[src/rtl/lstm_ew_pkg.sv]
// Package: shared fixed-point type, gate beat positions and saturating
// arithmetic for the LSTM element-wise unit.
// Assumes Q8.8 signed data; all helpers are pure functions.
package lstm_ew_pkg;

    localparam int DW   = 16;
    localparam int FRAC = 8;

    typedef logic signed [DW-1:0] fx_t;

    // Beat position within a four-value gate group (arrival order matters)
    typedef enum logic [1:0] {
        BEAT_I = 2'd0,
        BEAT_G = 2'd1,
        BEAT_F = 2'd2,
        BEAT_O = 2'd3
    } beat_t;

    // Clamp a 32-bit signed value into the 16-bit data range
    function automatic fx_t sat16(input logic signed [31:0] v);
        if (v > 32'sd32767)
            return fx_t'(16'sh7fff);
        else if (v < -32'sd32768)
            return fx_t'(16'sh8000);
        else
            return fx_t'(v[DW-1:0]);
    endfunction

    // Q8.8 multiply: floor of the product scaled back, then saturated
    function automatic fx_t fx_mul(input fx_t a, input fx_t b);
        logic signed [31:0] p;
        p = a * b;
        return sat16(p >>> FRAC);
    endfunction

    // Q8.8 saturating add
    function automatic fx_t fx_add(input fx_t a, input fx_t b);
        logic signed [31:0] s;
        s = {{16{a[DW-1]}}, a} + {{16{b[DW-1]}}, b};
        return sat16(s);
    endfunction

endpackage

[src/rtl/lstm_pwl_act.sv]
// Piecewise-linear activation, purely combinational.
// IS_TANH selects tanh (odd symmetry) or sigmoid (symmetry about 0.5).
// Works on |x| with unit-wide segments up to 8.0, clamps beyond.
// Assumes knot values are non-decreasing so the slope term is non-negative.
module lstm_pwl_act
    import lstm_ew_pkg::*;
#(
    parameter bit IS_TANH = 1'b0
) (
    input  fx_t x,
    output fx_t y
);

    localparam int KNOT_W   = FRAC + 1;          // knot range 0..256
    localparam int CLAMP_AT = 8 << FRAC;         // 8.0
    localparam int MAG_W    = DW + 1;

    // Knot lookup for the positive half
    function automatic logic [KNOT_W-1:0] knot(input logic [3:0] k);
        if (IS_TANH) begin
            case (k)
                4'd0:    return 9'd0;
                4'd1:    return 9'd195;
                4'd2:    return 9'd247;
                4'd3:    return 9'd255;
                default: return 9'd256;
            endcase
        end else begin
            case (k)
                4'd0:    return 9'd128;
                4'd1:    return 9'd187;
                4'd2:    return 9'd225;
                4'd3:    return 9'd244;
                4'd4:    return 9'd251;
                4'd5:    return 9'd254;
                4'd6:    return 9'd255;
                default: return 9'd256;
            endcase
        end
    endfunction

    logic signed [MAG_W-1:0] x_ext;
    logic [MAG_W-1:0]        mag;
    logic [3:0]              seg;
    logic [KNOT_W-1:0]       k_lo, k_hi, slope, interp, pos;
    logic [MAG_W-1:0]        prod;
    fx_t                     pos_fx;

    // Magnitude, segment select and linear interpolation
    always_comb begin
        x_ext  = {x[DW-1], x};
        mag    = x[DW-1] ? MAG_W'(-x_ext) : MAG_W'(x_ext);
        seg    = {1'b0, mag[FRAC+2:FRAC]};
        k_lo   = knot(seg);
        k_hi   = knot(seg + 4'd1);
        slope  = k_hi - k_lo;
        prod   = {{(MAG_W-KNOT_W){1'b0}}, slope} * {{(MAG_W-FRAC){1'b0}}, mag[FRAC-1:0]};
        interp = KNOT_W'(prod >> FRAC);
        pos    = (mag >= MAG_W'(CLAMP_AT)) ? knot(4'd8) : (k_lo + interp);
        pos_fx = fx_t'({{(DW-KNOT_W){1'b0}}, pos});
    end

    // Mirror the positive-half result for negative inputs
    generate
        if (IS_TANH) begin : g_tanh
            assign y = x[DW-1] ? -pos_fx : pos_fx;
            always_comb begin
                a_r3_tanh_range: assert (y >= -16'sd256 && y <= 16'sd256)
                    else $error("tanh output out of range");
            end
        end else begin : g_sig
            assign y = x[DW-1] ? (16'sd256 - pos_fx) : pos_fx;
            always_comb begin
                a_r2_sig_range: assert (y >= 16'sd0 && y <= 16'sd256)
                    else $error("sigmoid output out of range");
            end
        end
    endgenerate

endmodule

[src/rtl/lstm_cell_mem.sv]
// Cell-state storage, one word per hidden index.
// Synchronous read (data one edge after rd_en) and synchronous write.
// Assumes the caller never reads and writes the same word on one edge.
module lstm_cell_mem
    import lstm_ew_pkg::*;
#(
    parameter int HID_W = 4
) (
    input  logic             clk,
    input  logic             rd_en,
    input  logic [HID_W-1:0] rd_idx,
    output fx_t              rd_data,
    input  logic             wr_en,
    input  logic [HID_W-1:0] wr_idx,
    input  fx_t              wr_data
);

    localparam int DEPTH = 1 << HID_W;

    fx_t mem [DEPTH];

    // Write port
    always_ff @(posedge clk) begin
        if (wr_en)
            mem[wr_idx] <= wr_data;
    end

    // Registered read port, holds its value between reads
    always_ff @(posedge clk) begin
        if (rd_en)
            rd_data <= mem[rd_idx];
    end

endmodule

[src/rtl/lstm_group_seq.sv]
// Beat sequencer: tracks the position inside the four-beat gate group,
// discards an open group on flush and pulses a drop indication.
// Assumes flush has priority over in_valid in the same cycle.
module lstm_group_seq
    import lstm_ew_pkg::*;
(
    input  logic  clk,
    input  logic  rst_n,
    input  logic  in_valid,
    input  logic  flush,
    output logic  take,
    output beat_t beat,
    output logic  last,
    output logic  dropped
);

    beat_t pos_q;

    assign take = in_valid && !flush;
    assign beat = pos_q;
    assign last = take && (pos_q == BEAT_O);

    // Advance the beat position; reset it and flag a loss on flush
    always_ff @(posedge clk) begin
        if (!rst_n) begin
            pos_q   <= BEAT_I;
            dropped <= 1'b0;
        end else if (flush) begin
            pos_q   <= BEAT_I;
            dropped <= (pos_q != BEAT_I);
        end else begin
            dropped <= 1'b0;
            if (take)
                pos_q <= beat_t'(pos_q + 2'd1);
        end
    end

    // an open group hit by flush is reported on the next cycle
    a_r8_flush_drop: assert property (@(posedge clk) disable iff (!rst_n)
        (flush && pos_q != BEAT_I) |=> dropped)
        else $error("open group flushed without drop pulse");

    // after a flush the sequencer waits for an i beat
    a_r9_flush_restart: assert property (@(posedge clk) disable iff (!rst_n)
        flush |=> (pos_q == BEAT_I))
        else $error("flush did not restart the group");

    // no drop pulse without a flush the cycle before
    a_r8_drop_cause: assert property (@(posedge clk) disable iff (!rst_n)
        dropped |-> $past(flush))
        else $error("drop pulse without flush");

endmodule

[src/rtl/lstm_eltwise_unit.sv]
// Streaming LSTM element-wise unit (top).
// Consumes interleaved gate pre-activations (i, g, f, o per hidden index),
// forms c_new = s(f)*c_old + s(i)*tanh(g) and h = s(o)*tanh(c_new),
// keeping c per hidden index in a small RAM.
// Assumes the i beat carries the index and sequence-start flag; the cell
// read issued on the i beat is consumed on the f beat, and the write on
// the o beat lands before any later group's i beat can read it.
module lstm_eltwise_unit
    import lstm_ew_pkg::*;
#(
    parameter int HID_W = 4
) (
    input  logic             clk,
    input  logic             rst_n,
    input  logic             in_valid,
    input  logic [DW-1:0]    in_data,
    input  logic [HID_W-1:0] in_idx,
    input  logic             seq_start,
    input  logic             flush,
    output logic             out_valid,
    output logic [DW-1:0]    out_h,
    output logic [DW-1:0]    out_c,
    output logic [HID_W-1:0] out_idx,
    output logic             grp_dropped
);

    logic  take, last;
    beat_t beat;

    fx_t x_in, sig_x, tnh_x, tnh_c;
    fx_t c_rd, c_old, c_new;
    logic rd_en, wr_en;

    logic [HID_W-1:0] idx_q, fin_idx;
    logic             start_q, fin_q;
    fx_t              sig_i_q, ig_q, fc_q, c_q, so_q;

    assign x_in = fx_t'(in_data);

    lstm_group_seq i_seq (
        .clk      (clk),
        .rst_n    (rst_n),
        .in_valid (in_valid),
        .flush    (flush),
        .take     (take),
        .beat     (beat),
        .last     (last),
        .dropped  (grp_dropped)
    );

    lstm_pwl_act #(.IS_TANH(1'b0)) i_sig_in (.x(x_in), .y(sig_x));
    lstm_pwl_act #(.IS_TANH(1'b1)) i_tnh_in (.x(x_in), .y(tnh_x));
    lstm_pwl_act #(.IS_TANH(1'b1)) i_tnh_c  (.x(c_q),  .y(tnh_c));

    assign rd_en = take && (beat == BEAT_I);
    assign wr_en = last;
    assign c_old = start_q ? fx_t'(0) : c_rd;
    assign c_new = fx_add(fc_q, ig_q);

    lstm_cell_mem #(.HID_W(HID_W)) i_mem (
        .clk     (clk),
        .rd_en   (rd_en),
        .rd_idx  (in_idx),
        .rd_data (c_rd),
        .wr_en   (wr_en),
        .wr_idx  (idx_q),
        .wr_data (c_new)
    );

    // Per-beat gate processing: capture, multiply and accumulate
    always_ff @(posedge clk) begin
        if (!rst_n) begin
            idx_q   <= '0;
            start_q <= 1'b0;
            sig_i_q <= '0;
            ig_q    <= '0;
            fc_q    <= '0;
        end else if (take) begin
            case (beat)
                BEAT_I: begin
                    idx_q   <= in_idx;
                    start_q <= seq_start;
                    sig_i_q <= sig_x;
                end
                BEAT_G:  ig_q <= fx_mul(sig_i_q, tnh_x);
                BEAT_F:  fc_q <= fx_mul(sig_x, c_old);
                default: ;
            endcase
        end
    end

    // Completion stage: hold new cell state and output-gate activation
    always_ff @(posedge clk) begin
        if (!rst_n) begin
            fin_q   <= 1'b0;
            fin_idx <= '0;
            c_q     <= '0;
            so_q    <= '0;
        end else begin
            fin_q <= last;
            if (last) begin
                fin_idx <= idx_q;
                c_q     <= c_new;
                so_q    <= sig_x;
            end
        end
    end

    // Output stage: hidden value from output gate and tanh of cell state
    always_ff @(posedge clk) begin
        if (!rst_n) begin
            out_valid <= 1'b0;
            out_h     <= '0;
            out_c     <= '0;
            out_idx   <= '0;
        end else begin
            out_valid <= fin_q;
            if (fin_q) begin
                out_h   <= fx_mul(so_q, tnh_c);
                out_c   <= c_q;
                out_idx <= fin_idx;
            end
        end
    end

    // every result follows a cell write two edges earlier
    a_r5_out_after_write: assert property (@(posedge clk) disable iff (!rst_n)
        out_valid |-> $past(wr_en, 2))
        else $error("output without completed group");

    // a result strobe lasts one cycle per group
    a_r5_single_strobe: assert property (@(posedge clk) disable iff (!rst_n)
        out_valid |=> !out_valid)
        else $error("result strobe longer than one cycle");

    // a group opened with sequence start sees a zero old state
    a_r7_start_zero: assert property (@(posedge clk) disable iff (!rst_n)
        (take && beat == BEAT_F && start_q) |=> (fc_q == 16'sd0))
        else $error("sequence start did not zero old state");

    // the cell written is the one the group was opened for
    a_r6_write_index: assert property (@(posedge clk) disable iff (!rst_n)
        out_valid |-> (out_idx == $past(idx_q, 2)))
        else $error("result index mismatch");

endmodule

[config.mk]
export PLATFORM = sky130hd
export DESIGN_NAME = lstm_eltwise_unit
export DESIGN_NICKNAME = d
export VERILOG_FILES = /design/src/rtl/lstm_ew_pkg.sv /design/src/rtl/lstm_pwl_act.sv /design/src/rtl/lstm_cell_mem.sv /design/src/rtl/lstm_group_seq.sv /design/src/rtl/lstm_eltwise_unit.sv
export SDC_FILE = /design/constraint.sdc
export NUM_CORES = 2
export LEC_CHECK = 0
export ABC_CLOCK_PERIOD_IN_PS = 21000
export BUFFER_PORTS_ARGS = -buffer_cell sky130_fd_sc_hd__clkbuf_2
export CAP_MARGIN = 20
export CORE_MARGIN = 4
export CORE_UTILIZATION = 30
export CTS_CLUSTER_DIAMETER = 60
export DETAILED_ROUTE_END_ITERATION = 12
export GPL_TIMING_DRIVEN = 0
export PLACE_DENSITY_LB_ADDON = 0.15
export SETUP_SLACK_MARGIN = 0.1
export SKIP_CTS_REPAIR_TIMING = 1
export SLEW_MARGIN = 20
export SYNTH_ARGS = -nofsm -noshare
export SYNTH_HDL_FRONTEND = slang
export SYNTH_SLANG_ARGS = --single-unit
[constraint.sdc]
create_clock -name clk -period 21 [get_ports clk]
set_clock_uncertainty 0.2 [all_clocks]
set_input_delay 1.05 -clock clk [delete_from_list [all_inputs] [get_ports clk]]
set_output_delay 1.05 -clock clk [all_outputs]
set_load 0.05 [all_outputs]
==> impl_metrics.toml <==
[worst_hold_path]
hp-class = "flip-flop to flip-flop"

[grt]
grt_util_met2 = 0.267
grt.busiest_layer = "met2"
grt.total_usage = 0.163
grt_use_met3 = 0.0156
globalRouteMet1Util = 0.235
grt_start_max_net_pins = 26
vias_in_the_first_global_route = 34900
grt_first_pass_wirelength_um = 209000
initial_antenna_violation_count = 8
gr-total-overflow = 0

[timing]
final_min_period_over_clock_period = 0.925
fin_worst_hold_slack_ns = 0.268
slew_headroom = 0.267
timing_max_transition_violations_final = 0
final_period_minus_worst_setup_slack_ns = 19.42
worst_pin_slew_ns = 1.10
final_setup_fails = 0
finalHoldViolCount = 0
setup_repair_after_global_routing_missed_its_margin = "no"
fmax_mhz = 51.5

[status]
run_status = "completed"

[synthesis]
synthMuxAreaShare = 0.0430
syn-num-nets = 5901
synthesis.instances = 4783
synth-adder-area-share = 0.397
yosys.area_share.xor_xnor = 0.0357
synth_compound_gate_area_share = 0.0801
synth_edf_count = 272
synth_top_area_frac = 0.291
yosysWarnings = 0
yosys.area.top_type = "fa_1"
synth_seq_area_share = 0.221
netlist_top_cells_area = "fa_1 29%, edfxtp_1 17%, ha_1 11%"
synthesis.area_um2 = 47600
async_flop_share = 0
synth_simple_gate_area_frac = 0.136
postSynth.topFlopCell = "edfxtp_1"
synth.avg_cell_area_um2 = 9.94
combinational_family_with_the_most_area_after_synthesis = "adder cells"
number_of_distinct_library_cells_after_synthesis = 89
synth-seq-cells = 390

[worst_setup_path]
cp_common_cell = "fa_1"
cp_arrival_ns = 19.67
timing.setup.critical_path_class = "input port to flip-flop"
required_time_reported_for_the_critical_path_endpoint_ns = 21.25
worst_setup_path_start_kind = "input port"
critical_path.slowest_cell = "or4_1"
timing.critical_path.to_type = "flip-flop"
worst-path-max-fanout = 10
worst_path_largest_cell_delay_ns = 0.62

[cells_and_area]
final_net_count = 6023
areaGrowthSynthToFinish_pct = 10.1
stdcell_area_um2 = 52300
post_route_cells_drive_above_1_share = 0.0735

[clock_tree]
tritoncts = "done"
cts-root-to-sink-buffers = 3
insertion_delay_ns = 0.60
cts_root_buf = "clkbuf_16"
cts_buffers = 44
cts.reportedPaths.clkPinSlew_ns = 0.06
clock_sinks = 390
htreeDepth = 2

[routing]
vias = 32900
drc_violation_count_after_routing = 0
route.final.wire_length_um = 131000
wire_per_inst_um = 18.8
ant_nets = 0
detail_route.first_pass.iterations = 5
avgViaCountPerCell = 4.70
number_of_drc_markers_in_iteration_0 = 1750

[floorplanning]
die_area_um2 = 165000
placementRows = 145
chipWidth_um = 406
placeableCoreArea_um2 = 157000
initial_core_util = 0.303
ioPinCount = 63
fp.dieH_um = 406

[place]
gp_routability_congestion = 0.828
dpl-instance-area_um2 = 50800
place.port_buffers = 57
hpwlAfterDp_um = 109000

[job]
max_capacitance_violation_total = 0
flip-flops by register name (all words and copies together), names as in the netlist:
| signal | flops |
|---|---|
| i_mem.mem | 256 |
| c_q | 16 |
| fc_q | 16 |
| i_mem.rd_data | 16 |
| ig_q | 16 |
| out_c | 16 |
| out_h | 16 |
| sig_i_q | 10 |
| so_q | 10 |
| fin_idx | 4 |
| idx_q | 4 |
| out_idx | 4 |
| i_seq.beat | 2 |
| fin_q | 1 |
| i_seq.dropped | 1 |
| out_valid | 1 |
| start_q | 1 |
layout by cell type (no fill, tap or decap), types with 11 or more instances in the layout:
cell type / count
inv_1: 925
fa_1: 692
ha_1: 401
nor2_1: 362
nand2_1: 330
edfxtp_1: 272
a21oi_1: 180
o21ai_0: 144
and2_1: 139
clkbuf_1: 138
xnor2_1: 121
dfxtp_1: 118
nor2b_1: 99
and3_1: 88
mux4_2: 80
a21o_1: 68
clkbuf_2: 66
xor2_1: 66
nand2b_1: 65
nand3_1: 62
clkbuf_16: 44
or2_2: 37
nor3_1: 27
nand4_1: 27
o21bai_1: 25
mux2i_1: 23
o21a_1: 20
a21boi_0: 15
a211oi_1: 13
a31oi_1: 13
or3_1: 12
buf_6: 12
buf_1: 11
area by class of cell:
cell class | count | area, um^2
Fill cell | 16200 | 105000
Antenna cell | 1 | 2.50
Multi-Input combinational cell | 3302 | 33100
Sequential cell | 390 | 10500
Tap cell | 2058 | 2570
Inverter | 926 | 3480
Clock inverter | 26 | 310
Clock buffer | 54 | 1190
Buffer | 165 | 661
Timing Repair Buffer | 76 | 480
per-stage QoR:
step | worst slack [ns] | cells | TNS, ns | utilization
2_1_floorplan | 3.95 | 4783 | 0 | -
3_3_place_gp | -0.0439 | 6898 | -0.332 | 0.321
3_5_place_dp | 0.117 | 6915 | 0 | 0.324
4_1_cts | 0.604 | 6995 | 0 | 0.333
5_1_grt | 0.156 | 6997 | 0 | 0.334
6_report | 1.58 | 6998 | 0 | 0.334
worst paths after layout:
kind	start	end	slack, ns	cells after the start
setup / recovery	in_data[4]	fc_q[13]	1.58	71
hold / removal	fin_idx[3]	fin_idx[3]	0.27	2
setup reg to reg	c_q[0]	out_h[3]	2.26	67
hold reg to reg	fin_idx[3]	fin_idx[3]	0.27	2
kinds of logic (layout without fill, tap and decap cells):
| logic type | count (synthesis) | in the layout |
|---|---|---|
| xor gates and xnor gates | 194 | 194 |
| adders and majority gates | 1093 | 1093 |
| muxes | 104 | 104 |
| other | 0 | 1 |
| and+or+nand+nor | 1319 | 1319 |
| DFF | 390 | 390 |
| AOI/OAI and AO/OA | 592 | 592 |
| buffers and inverters | 1091 | 1247 |
synth_stat cells, drive strengths merged (11+ instances only):
cell	n
clkbuf	139
a21o	68
nand3	62
o21bai	25
o21ai	157
nor4	11
or3	12
o21a	20
xor2	70
mux2i	23
inv	925
ha	401
nor2	378
a31oi	14
o31ai	12
buf	26
a21oi	190
and2	141
nor3	31
mux4	80
a21boi	15
nand2	340
nand2b	65
nor2b	99
dfxtp	118
a211oi	13
nand4	27
fa	692
or2	37
edfxtp	272
xnor2	124
and3	88
worst max-delay path, delay by kind of cell:
kind                       cells  cell delay, ns
adders and majority gates     15            6.70
buffers and inverters         14            2.51
and+or+nand+nor               16            3.79
AOI/OAI and AO/OA             21            4.23
xor gates and xnor gates       5            1.37
layer usage:
| layer | vias up | wire length (um) |
|---|---|---|
| met5 | - | 0 |
| met4 | 0 | 2730 |
| met3 | 104 | 4410 |
| met2 | 560 | 61600 |
| met1 | 16600 | 62800 |
| li1 | 15600 | - |
Power is not shown: default switching activity piles up to over one toggle a cycle in this logic, so the estimate is an artifact.
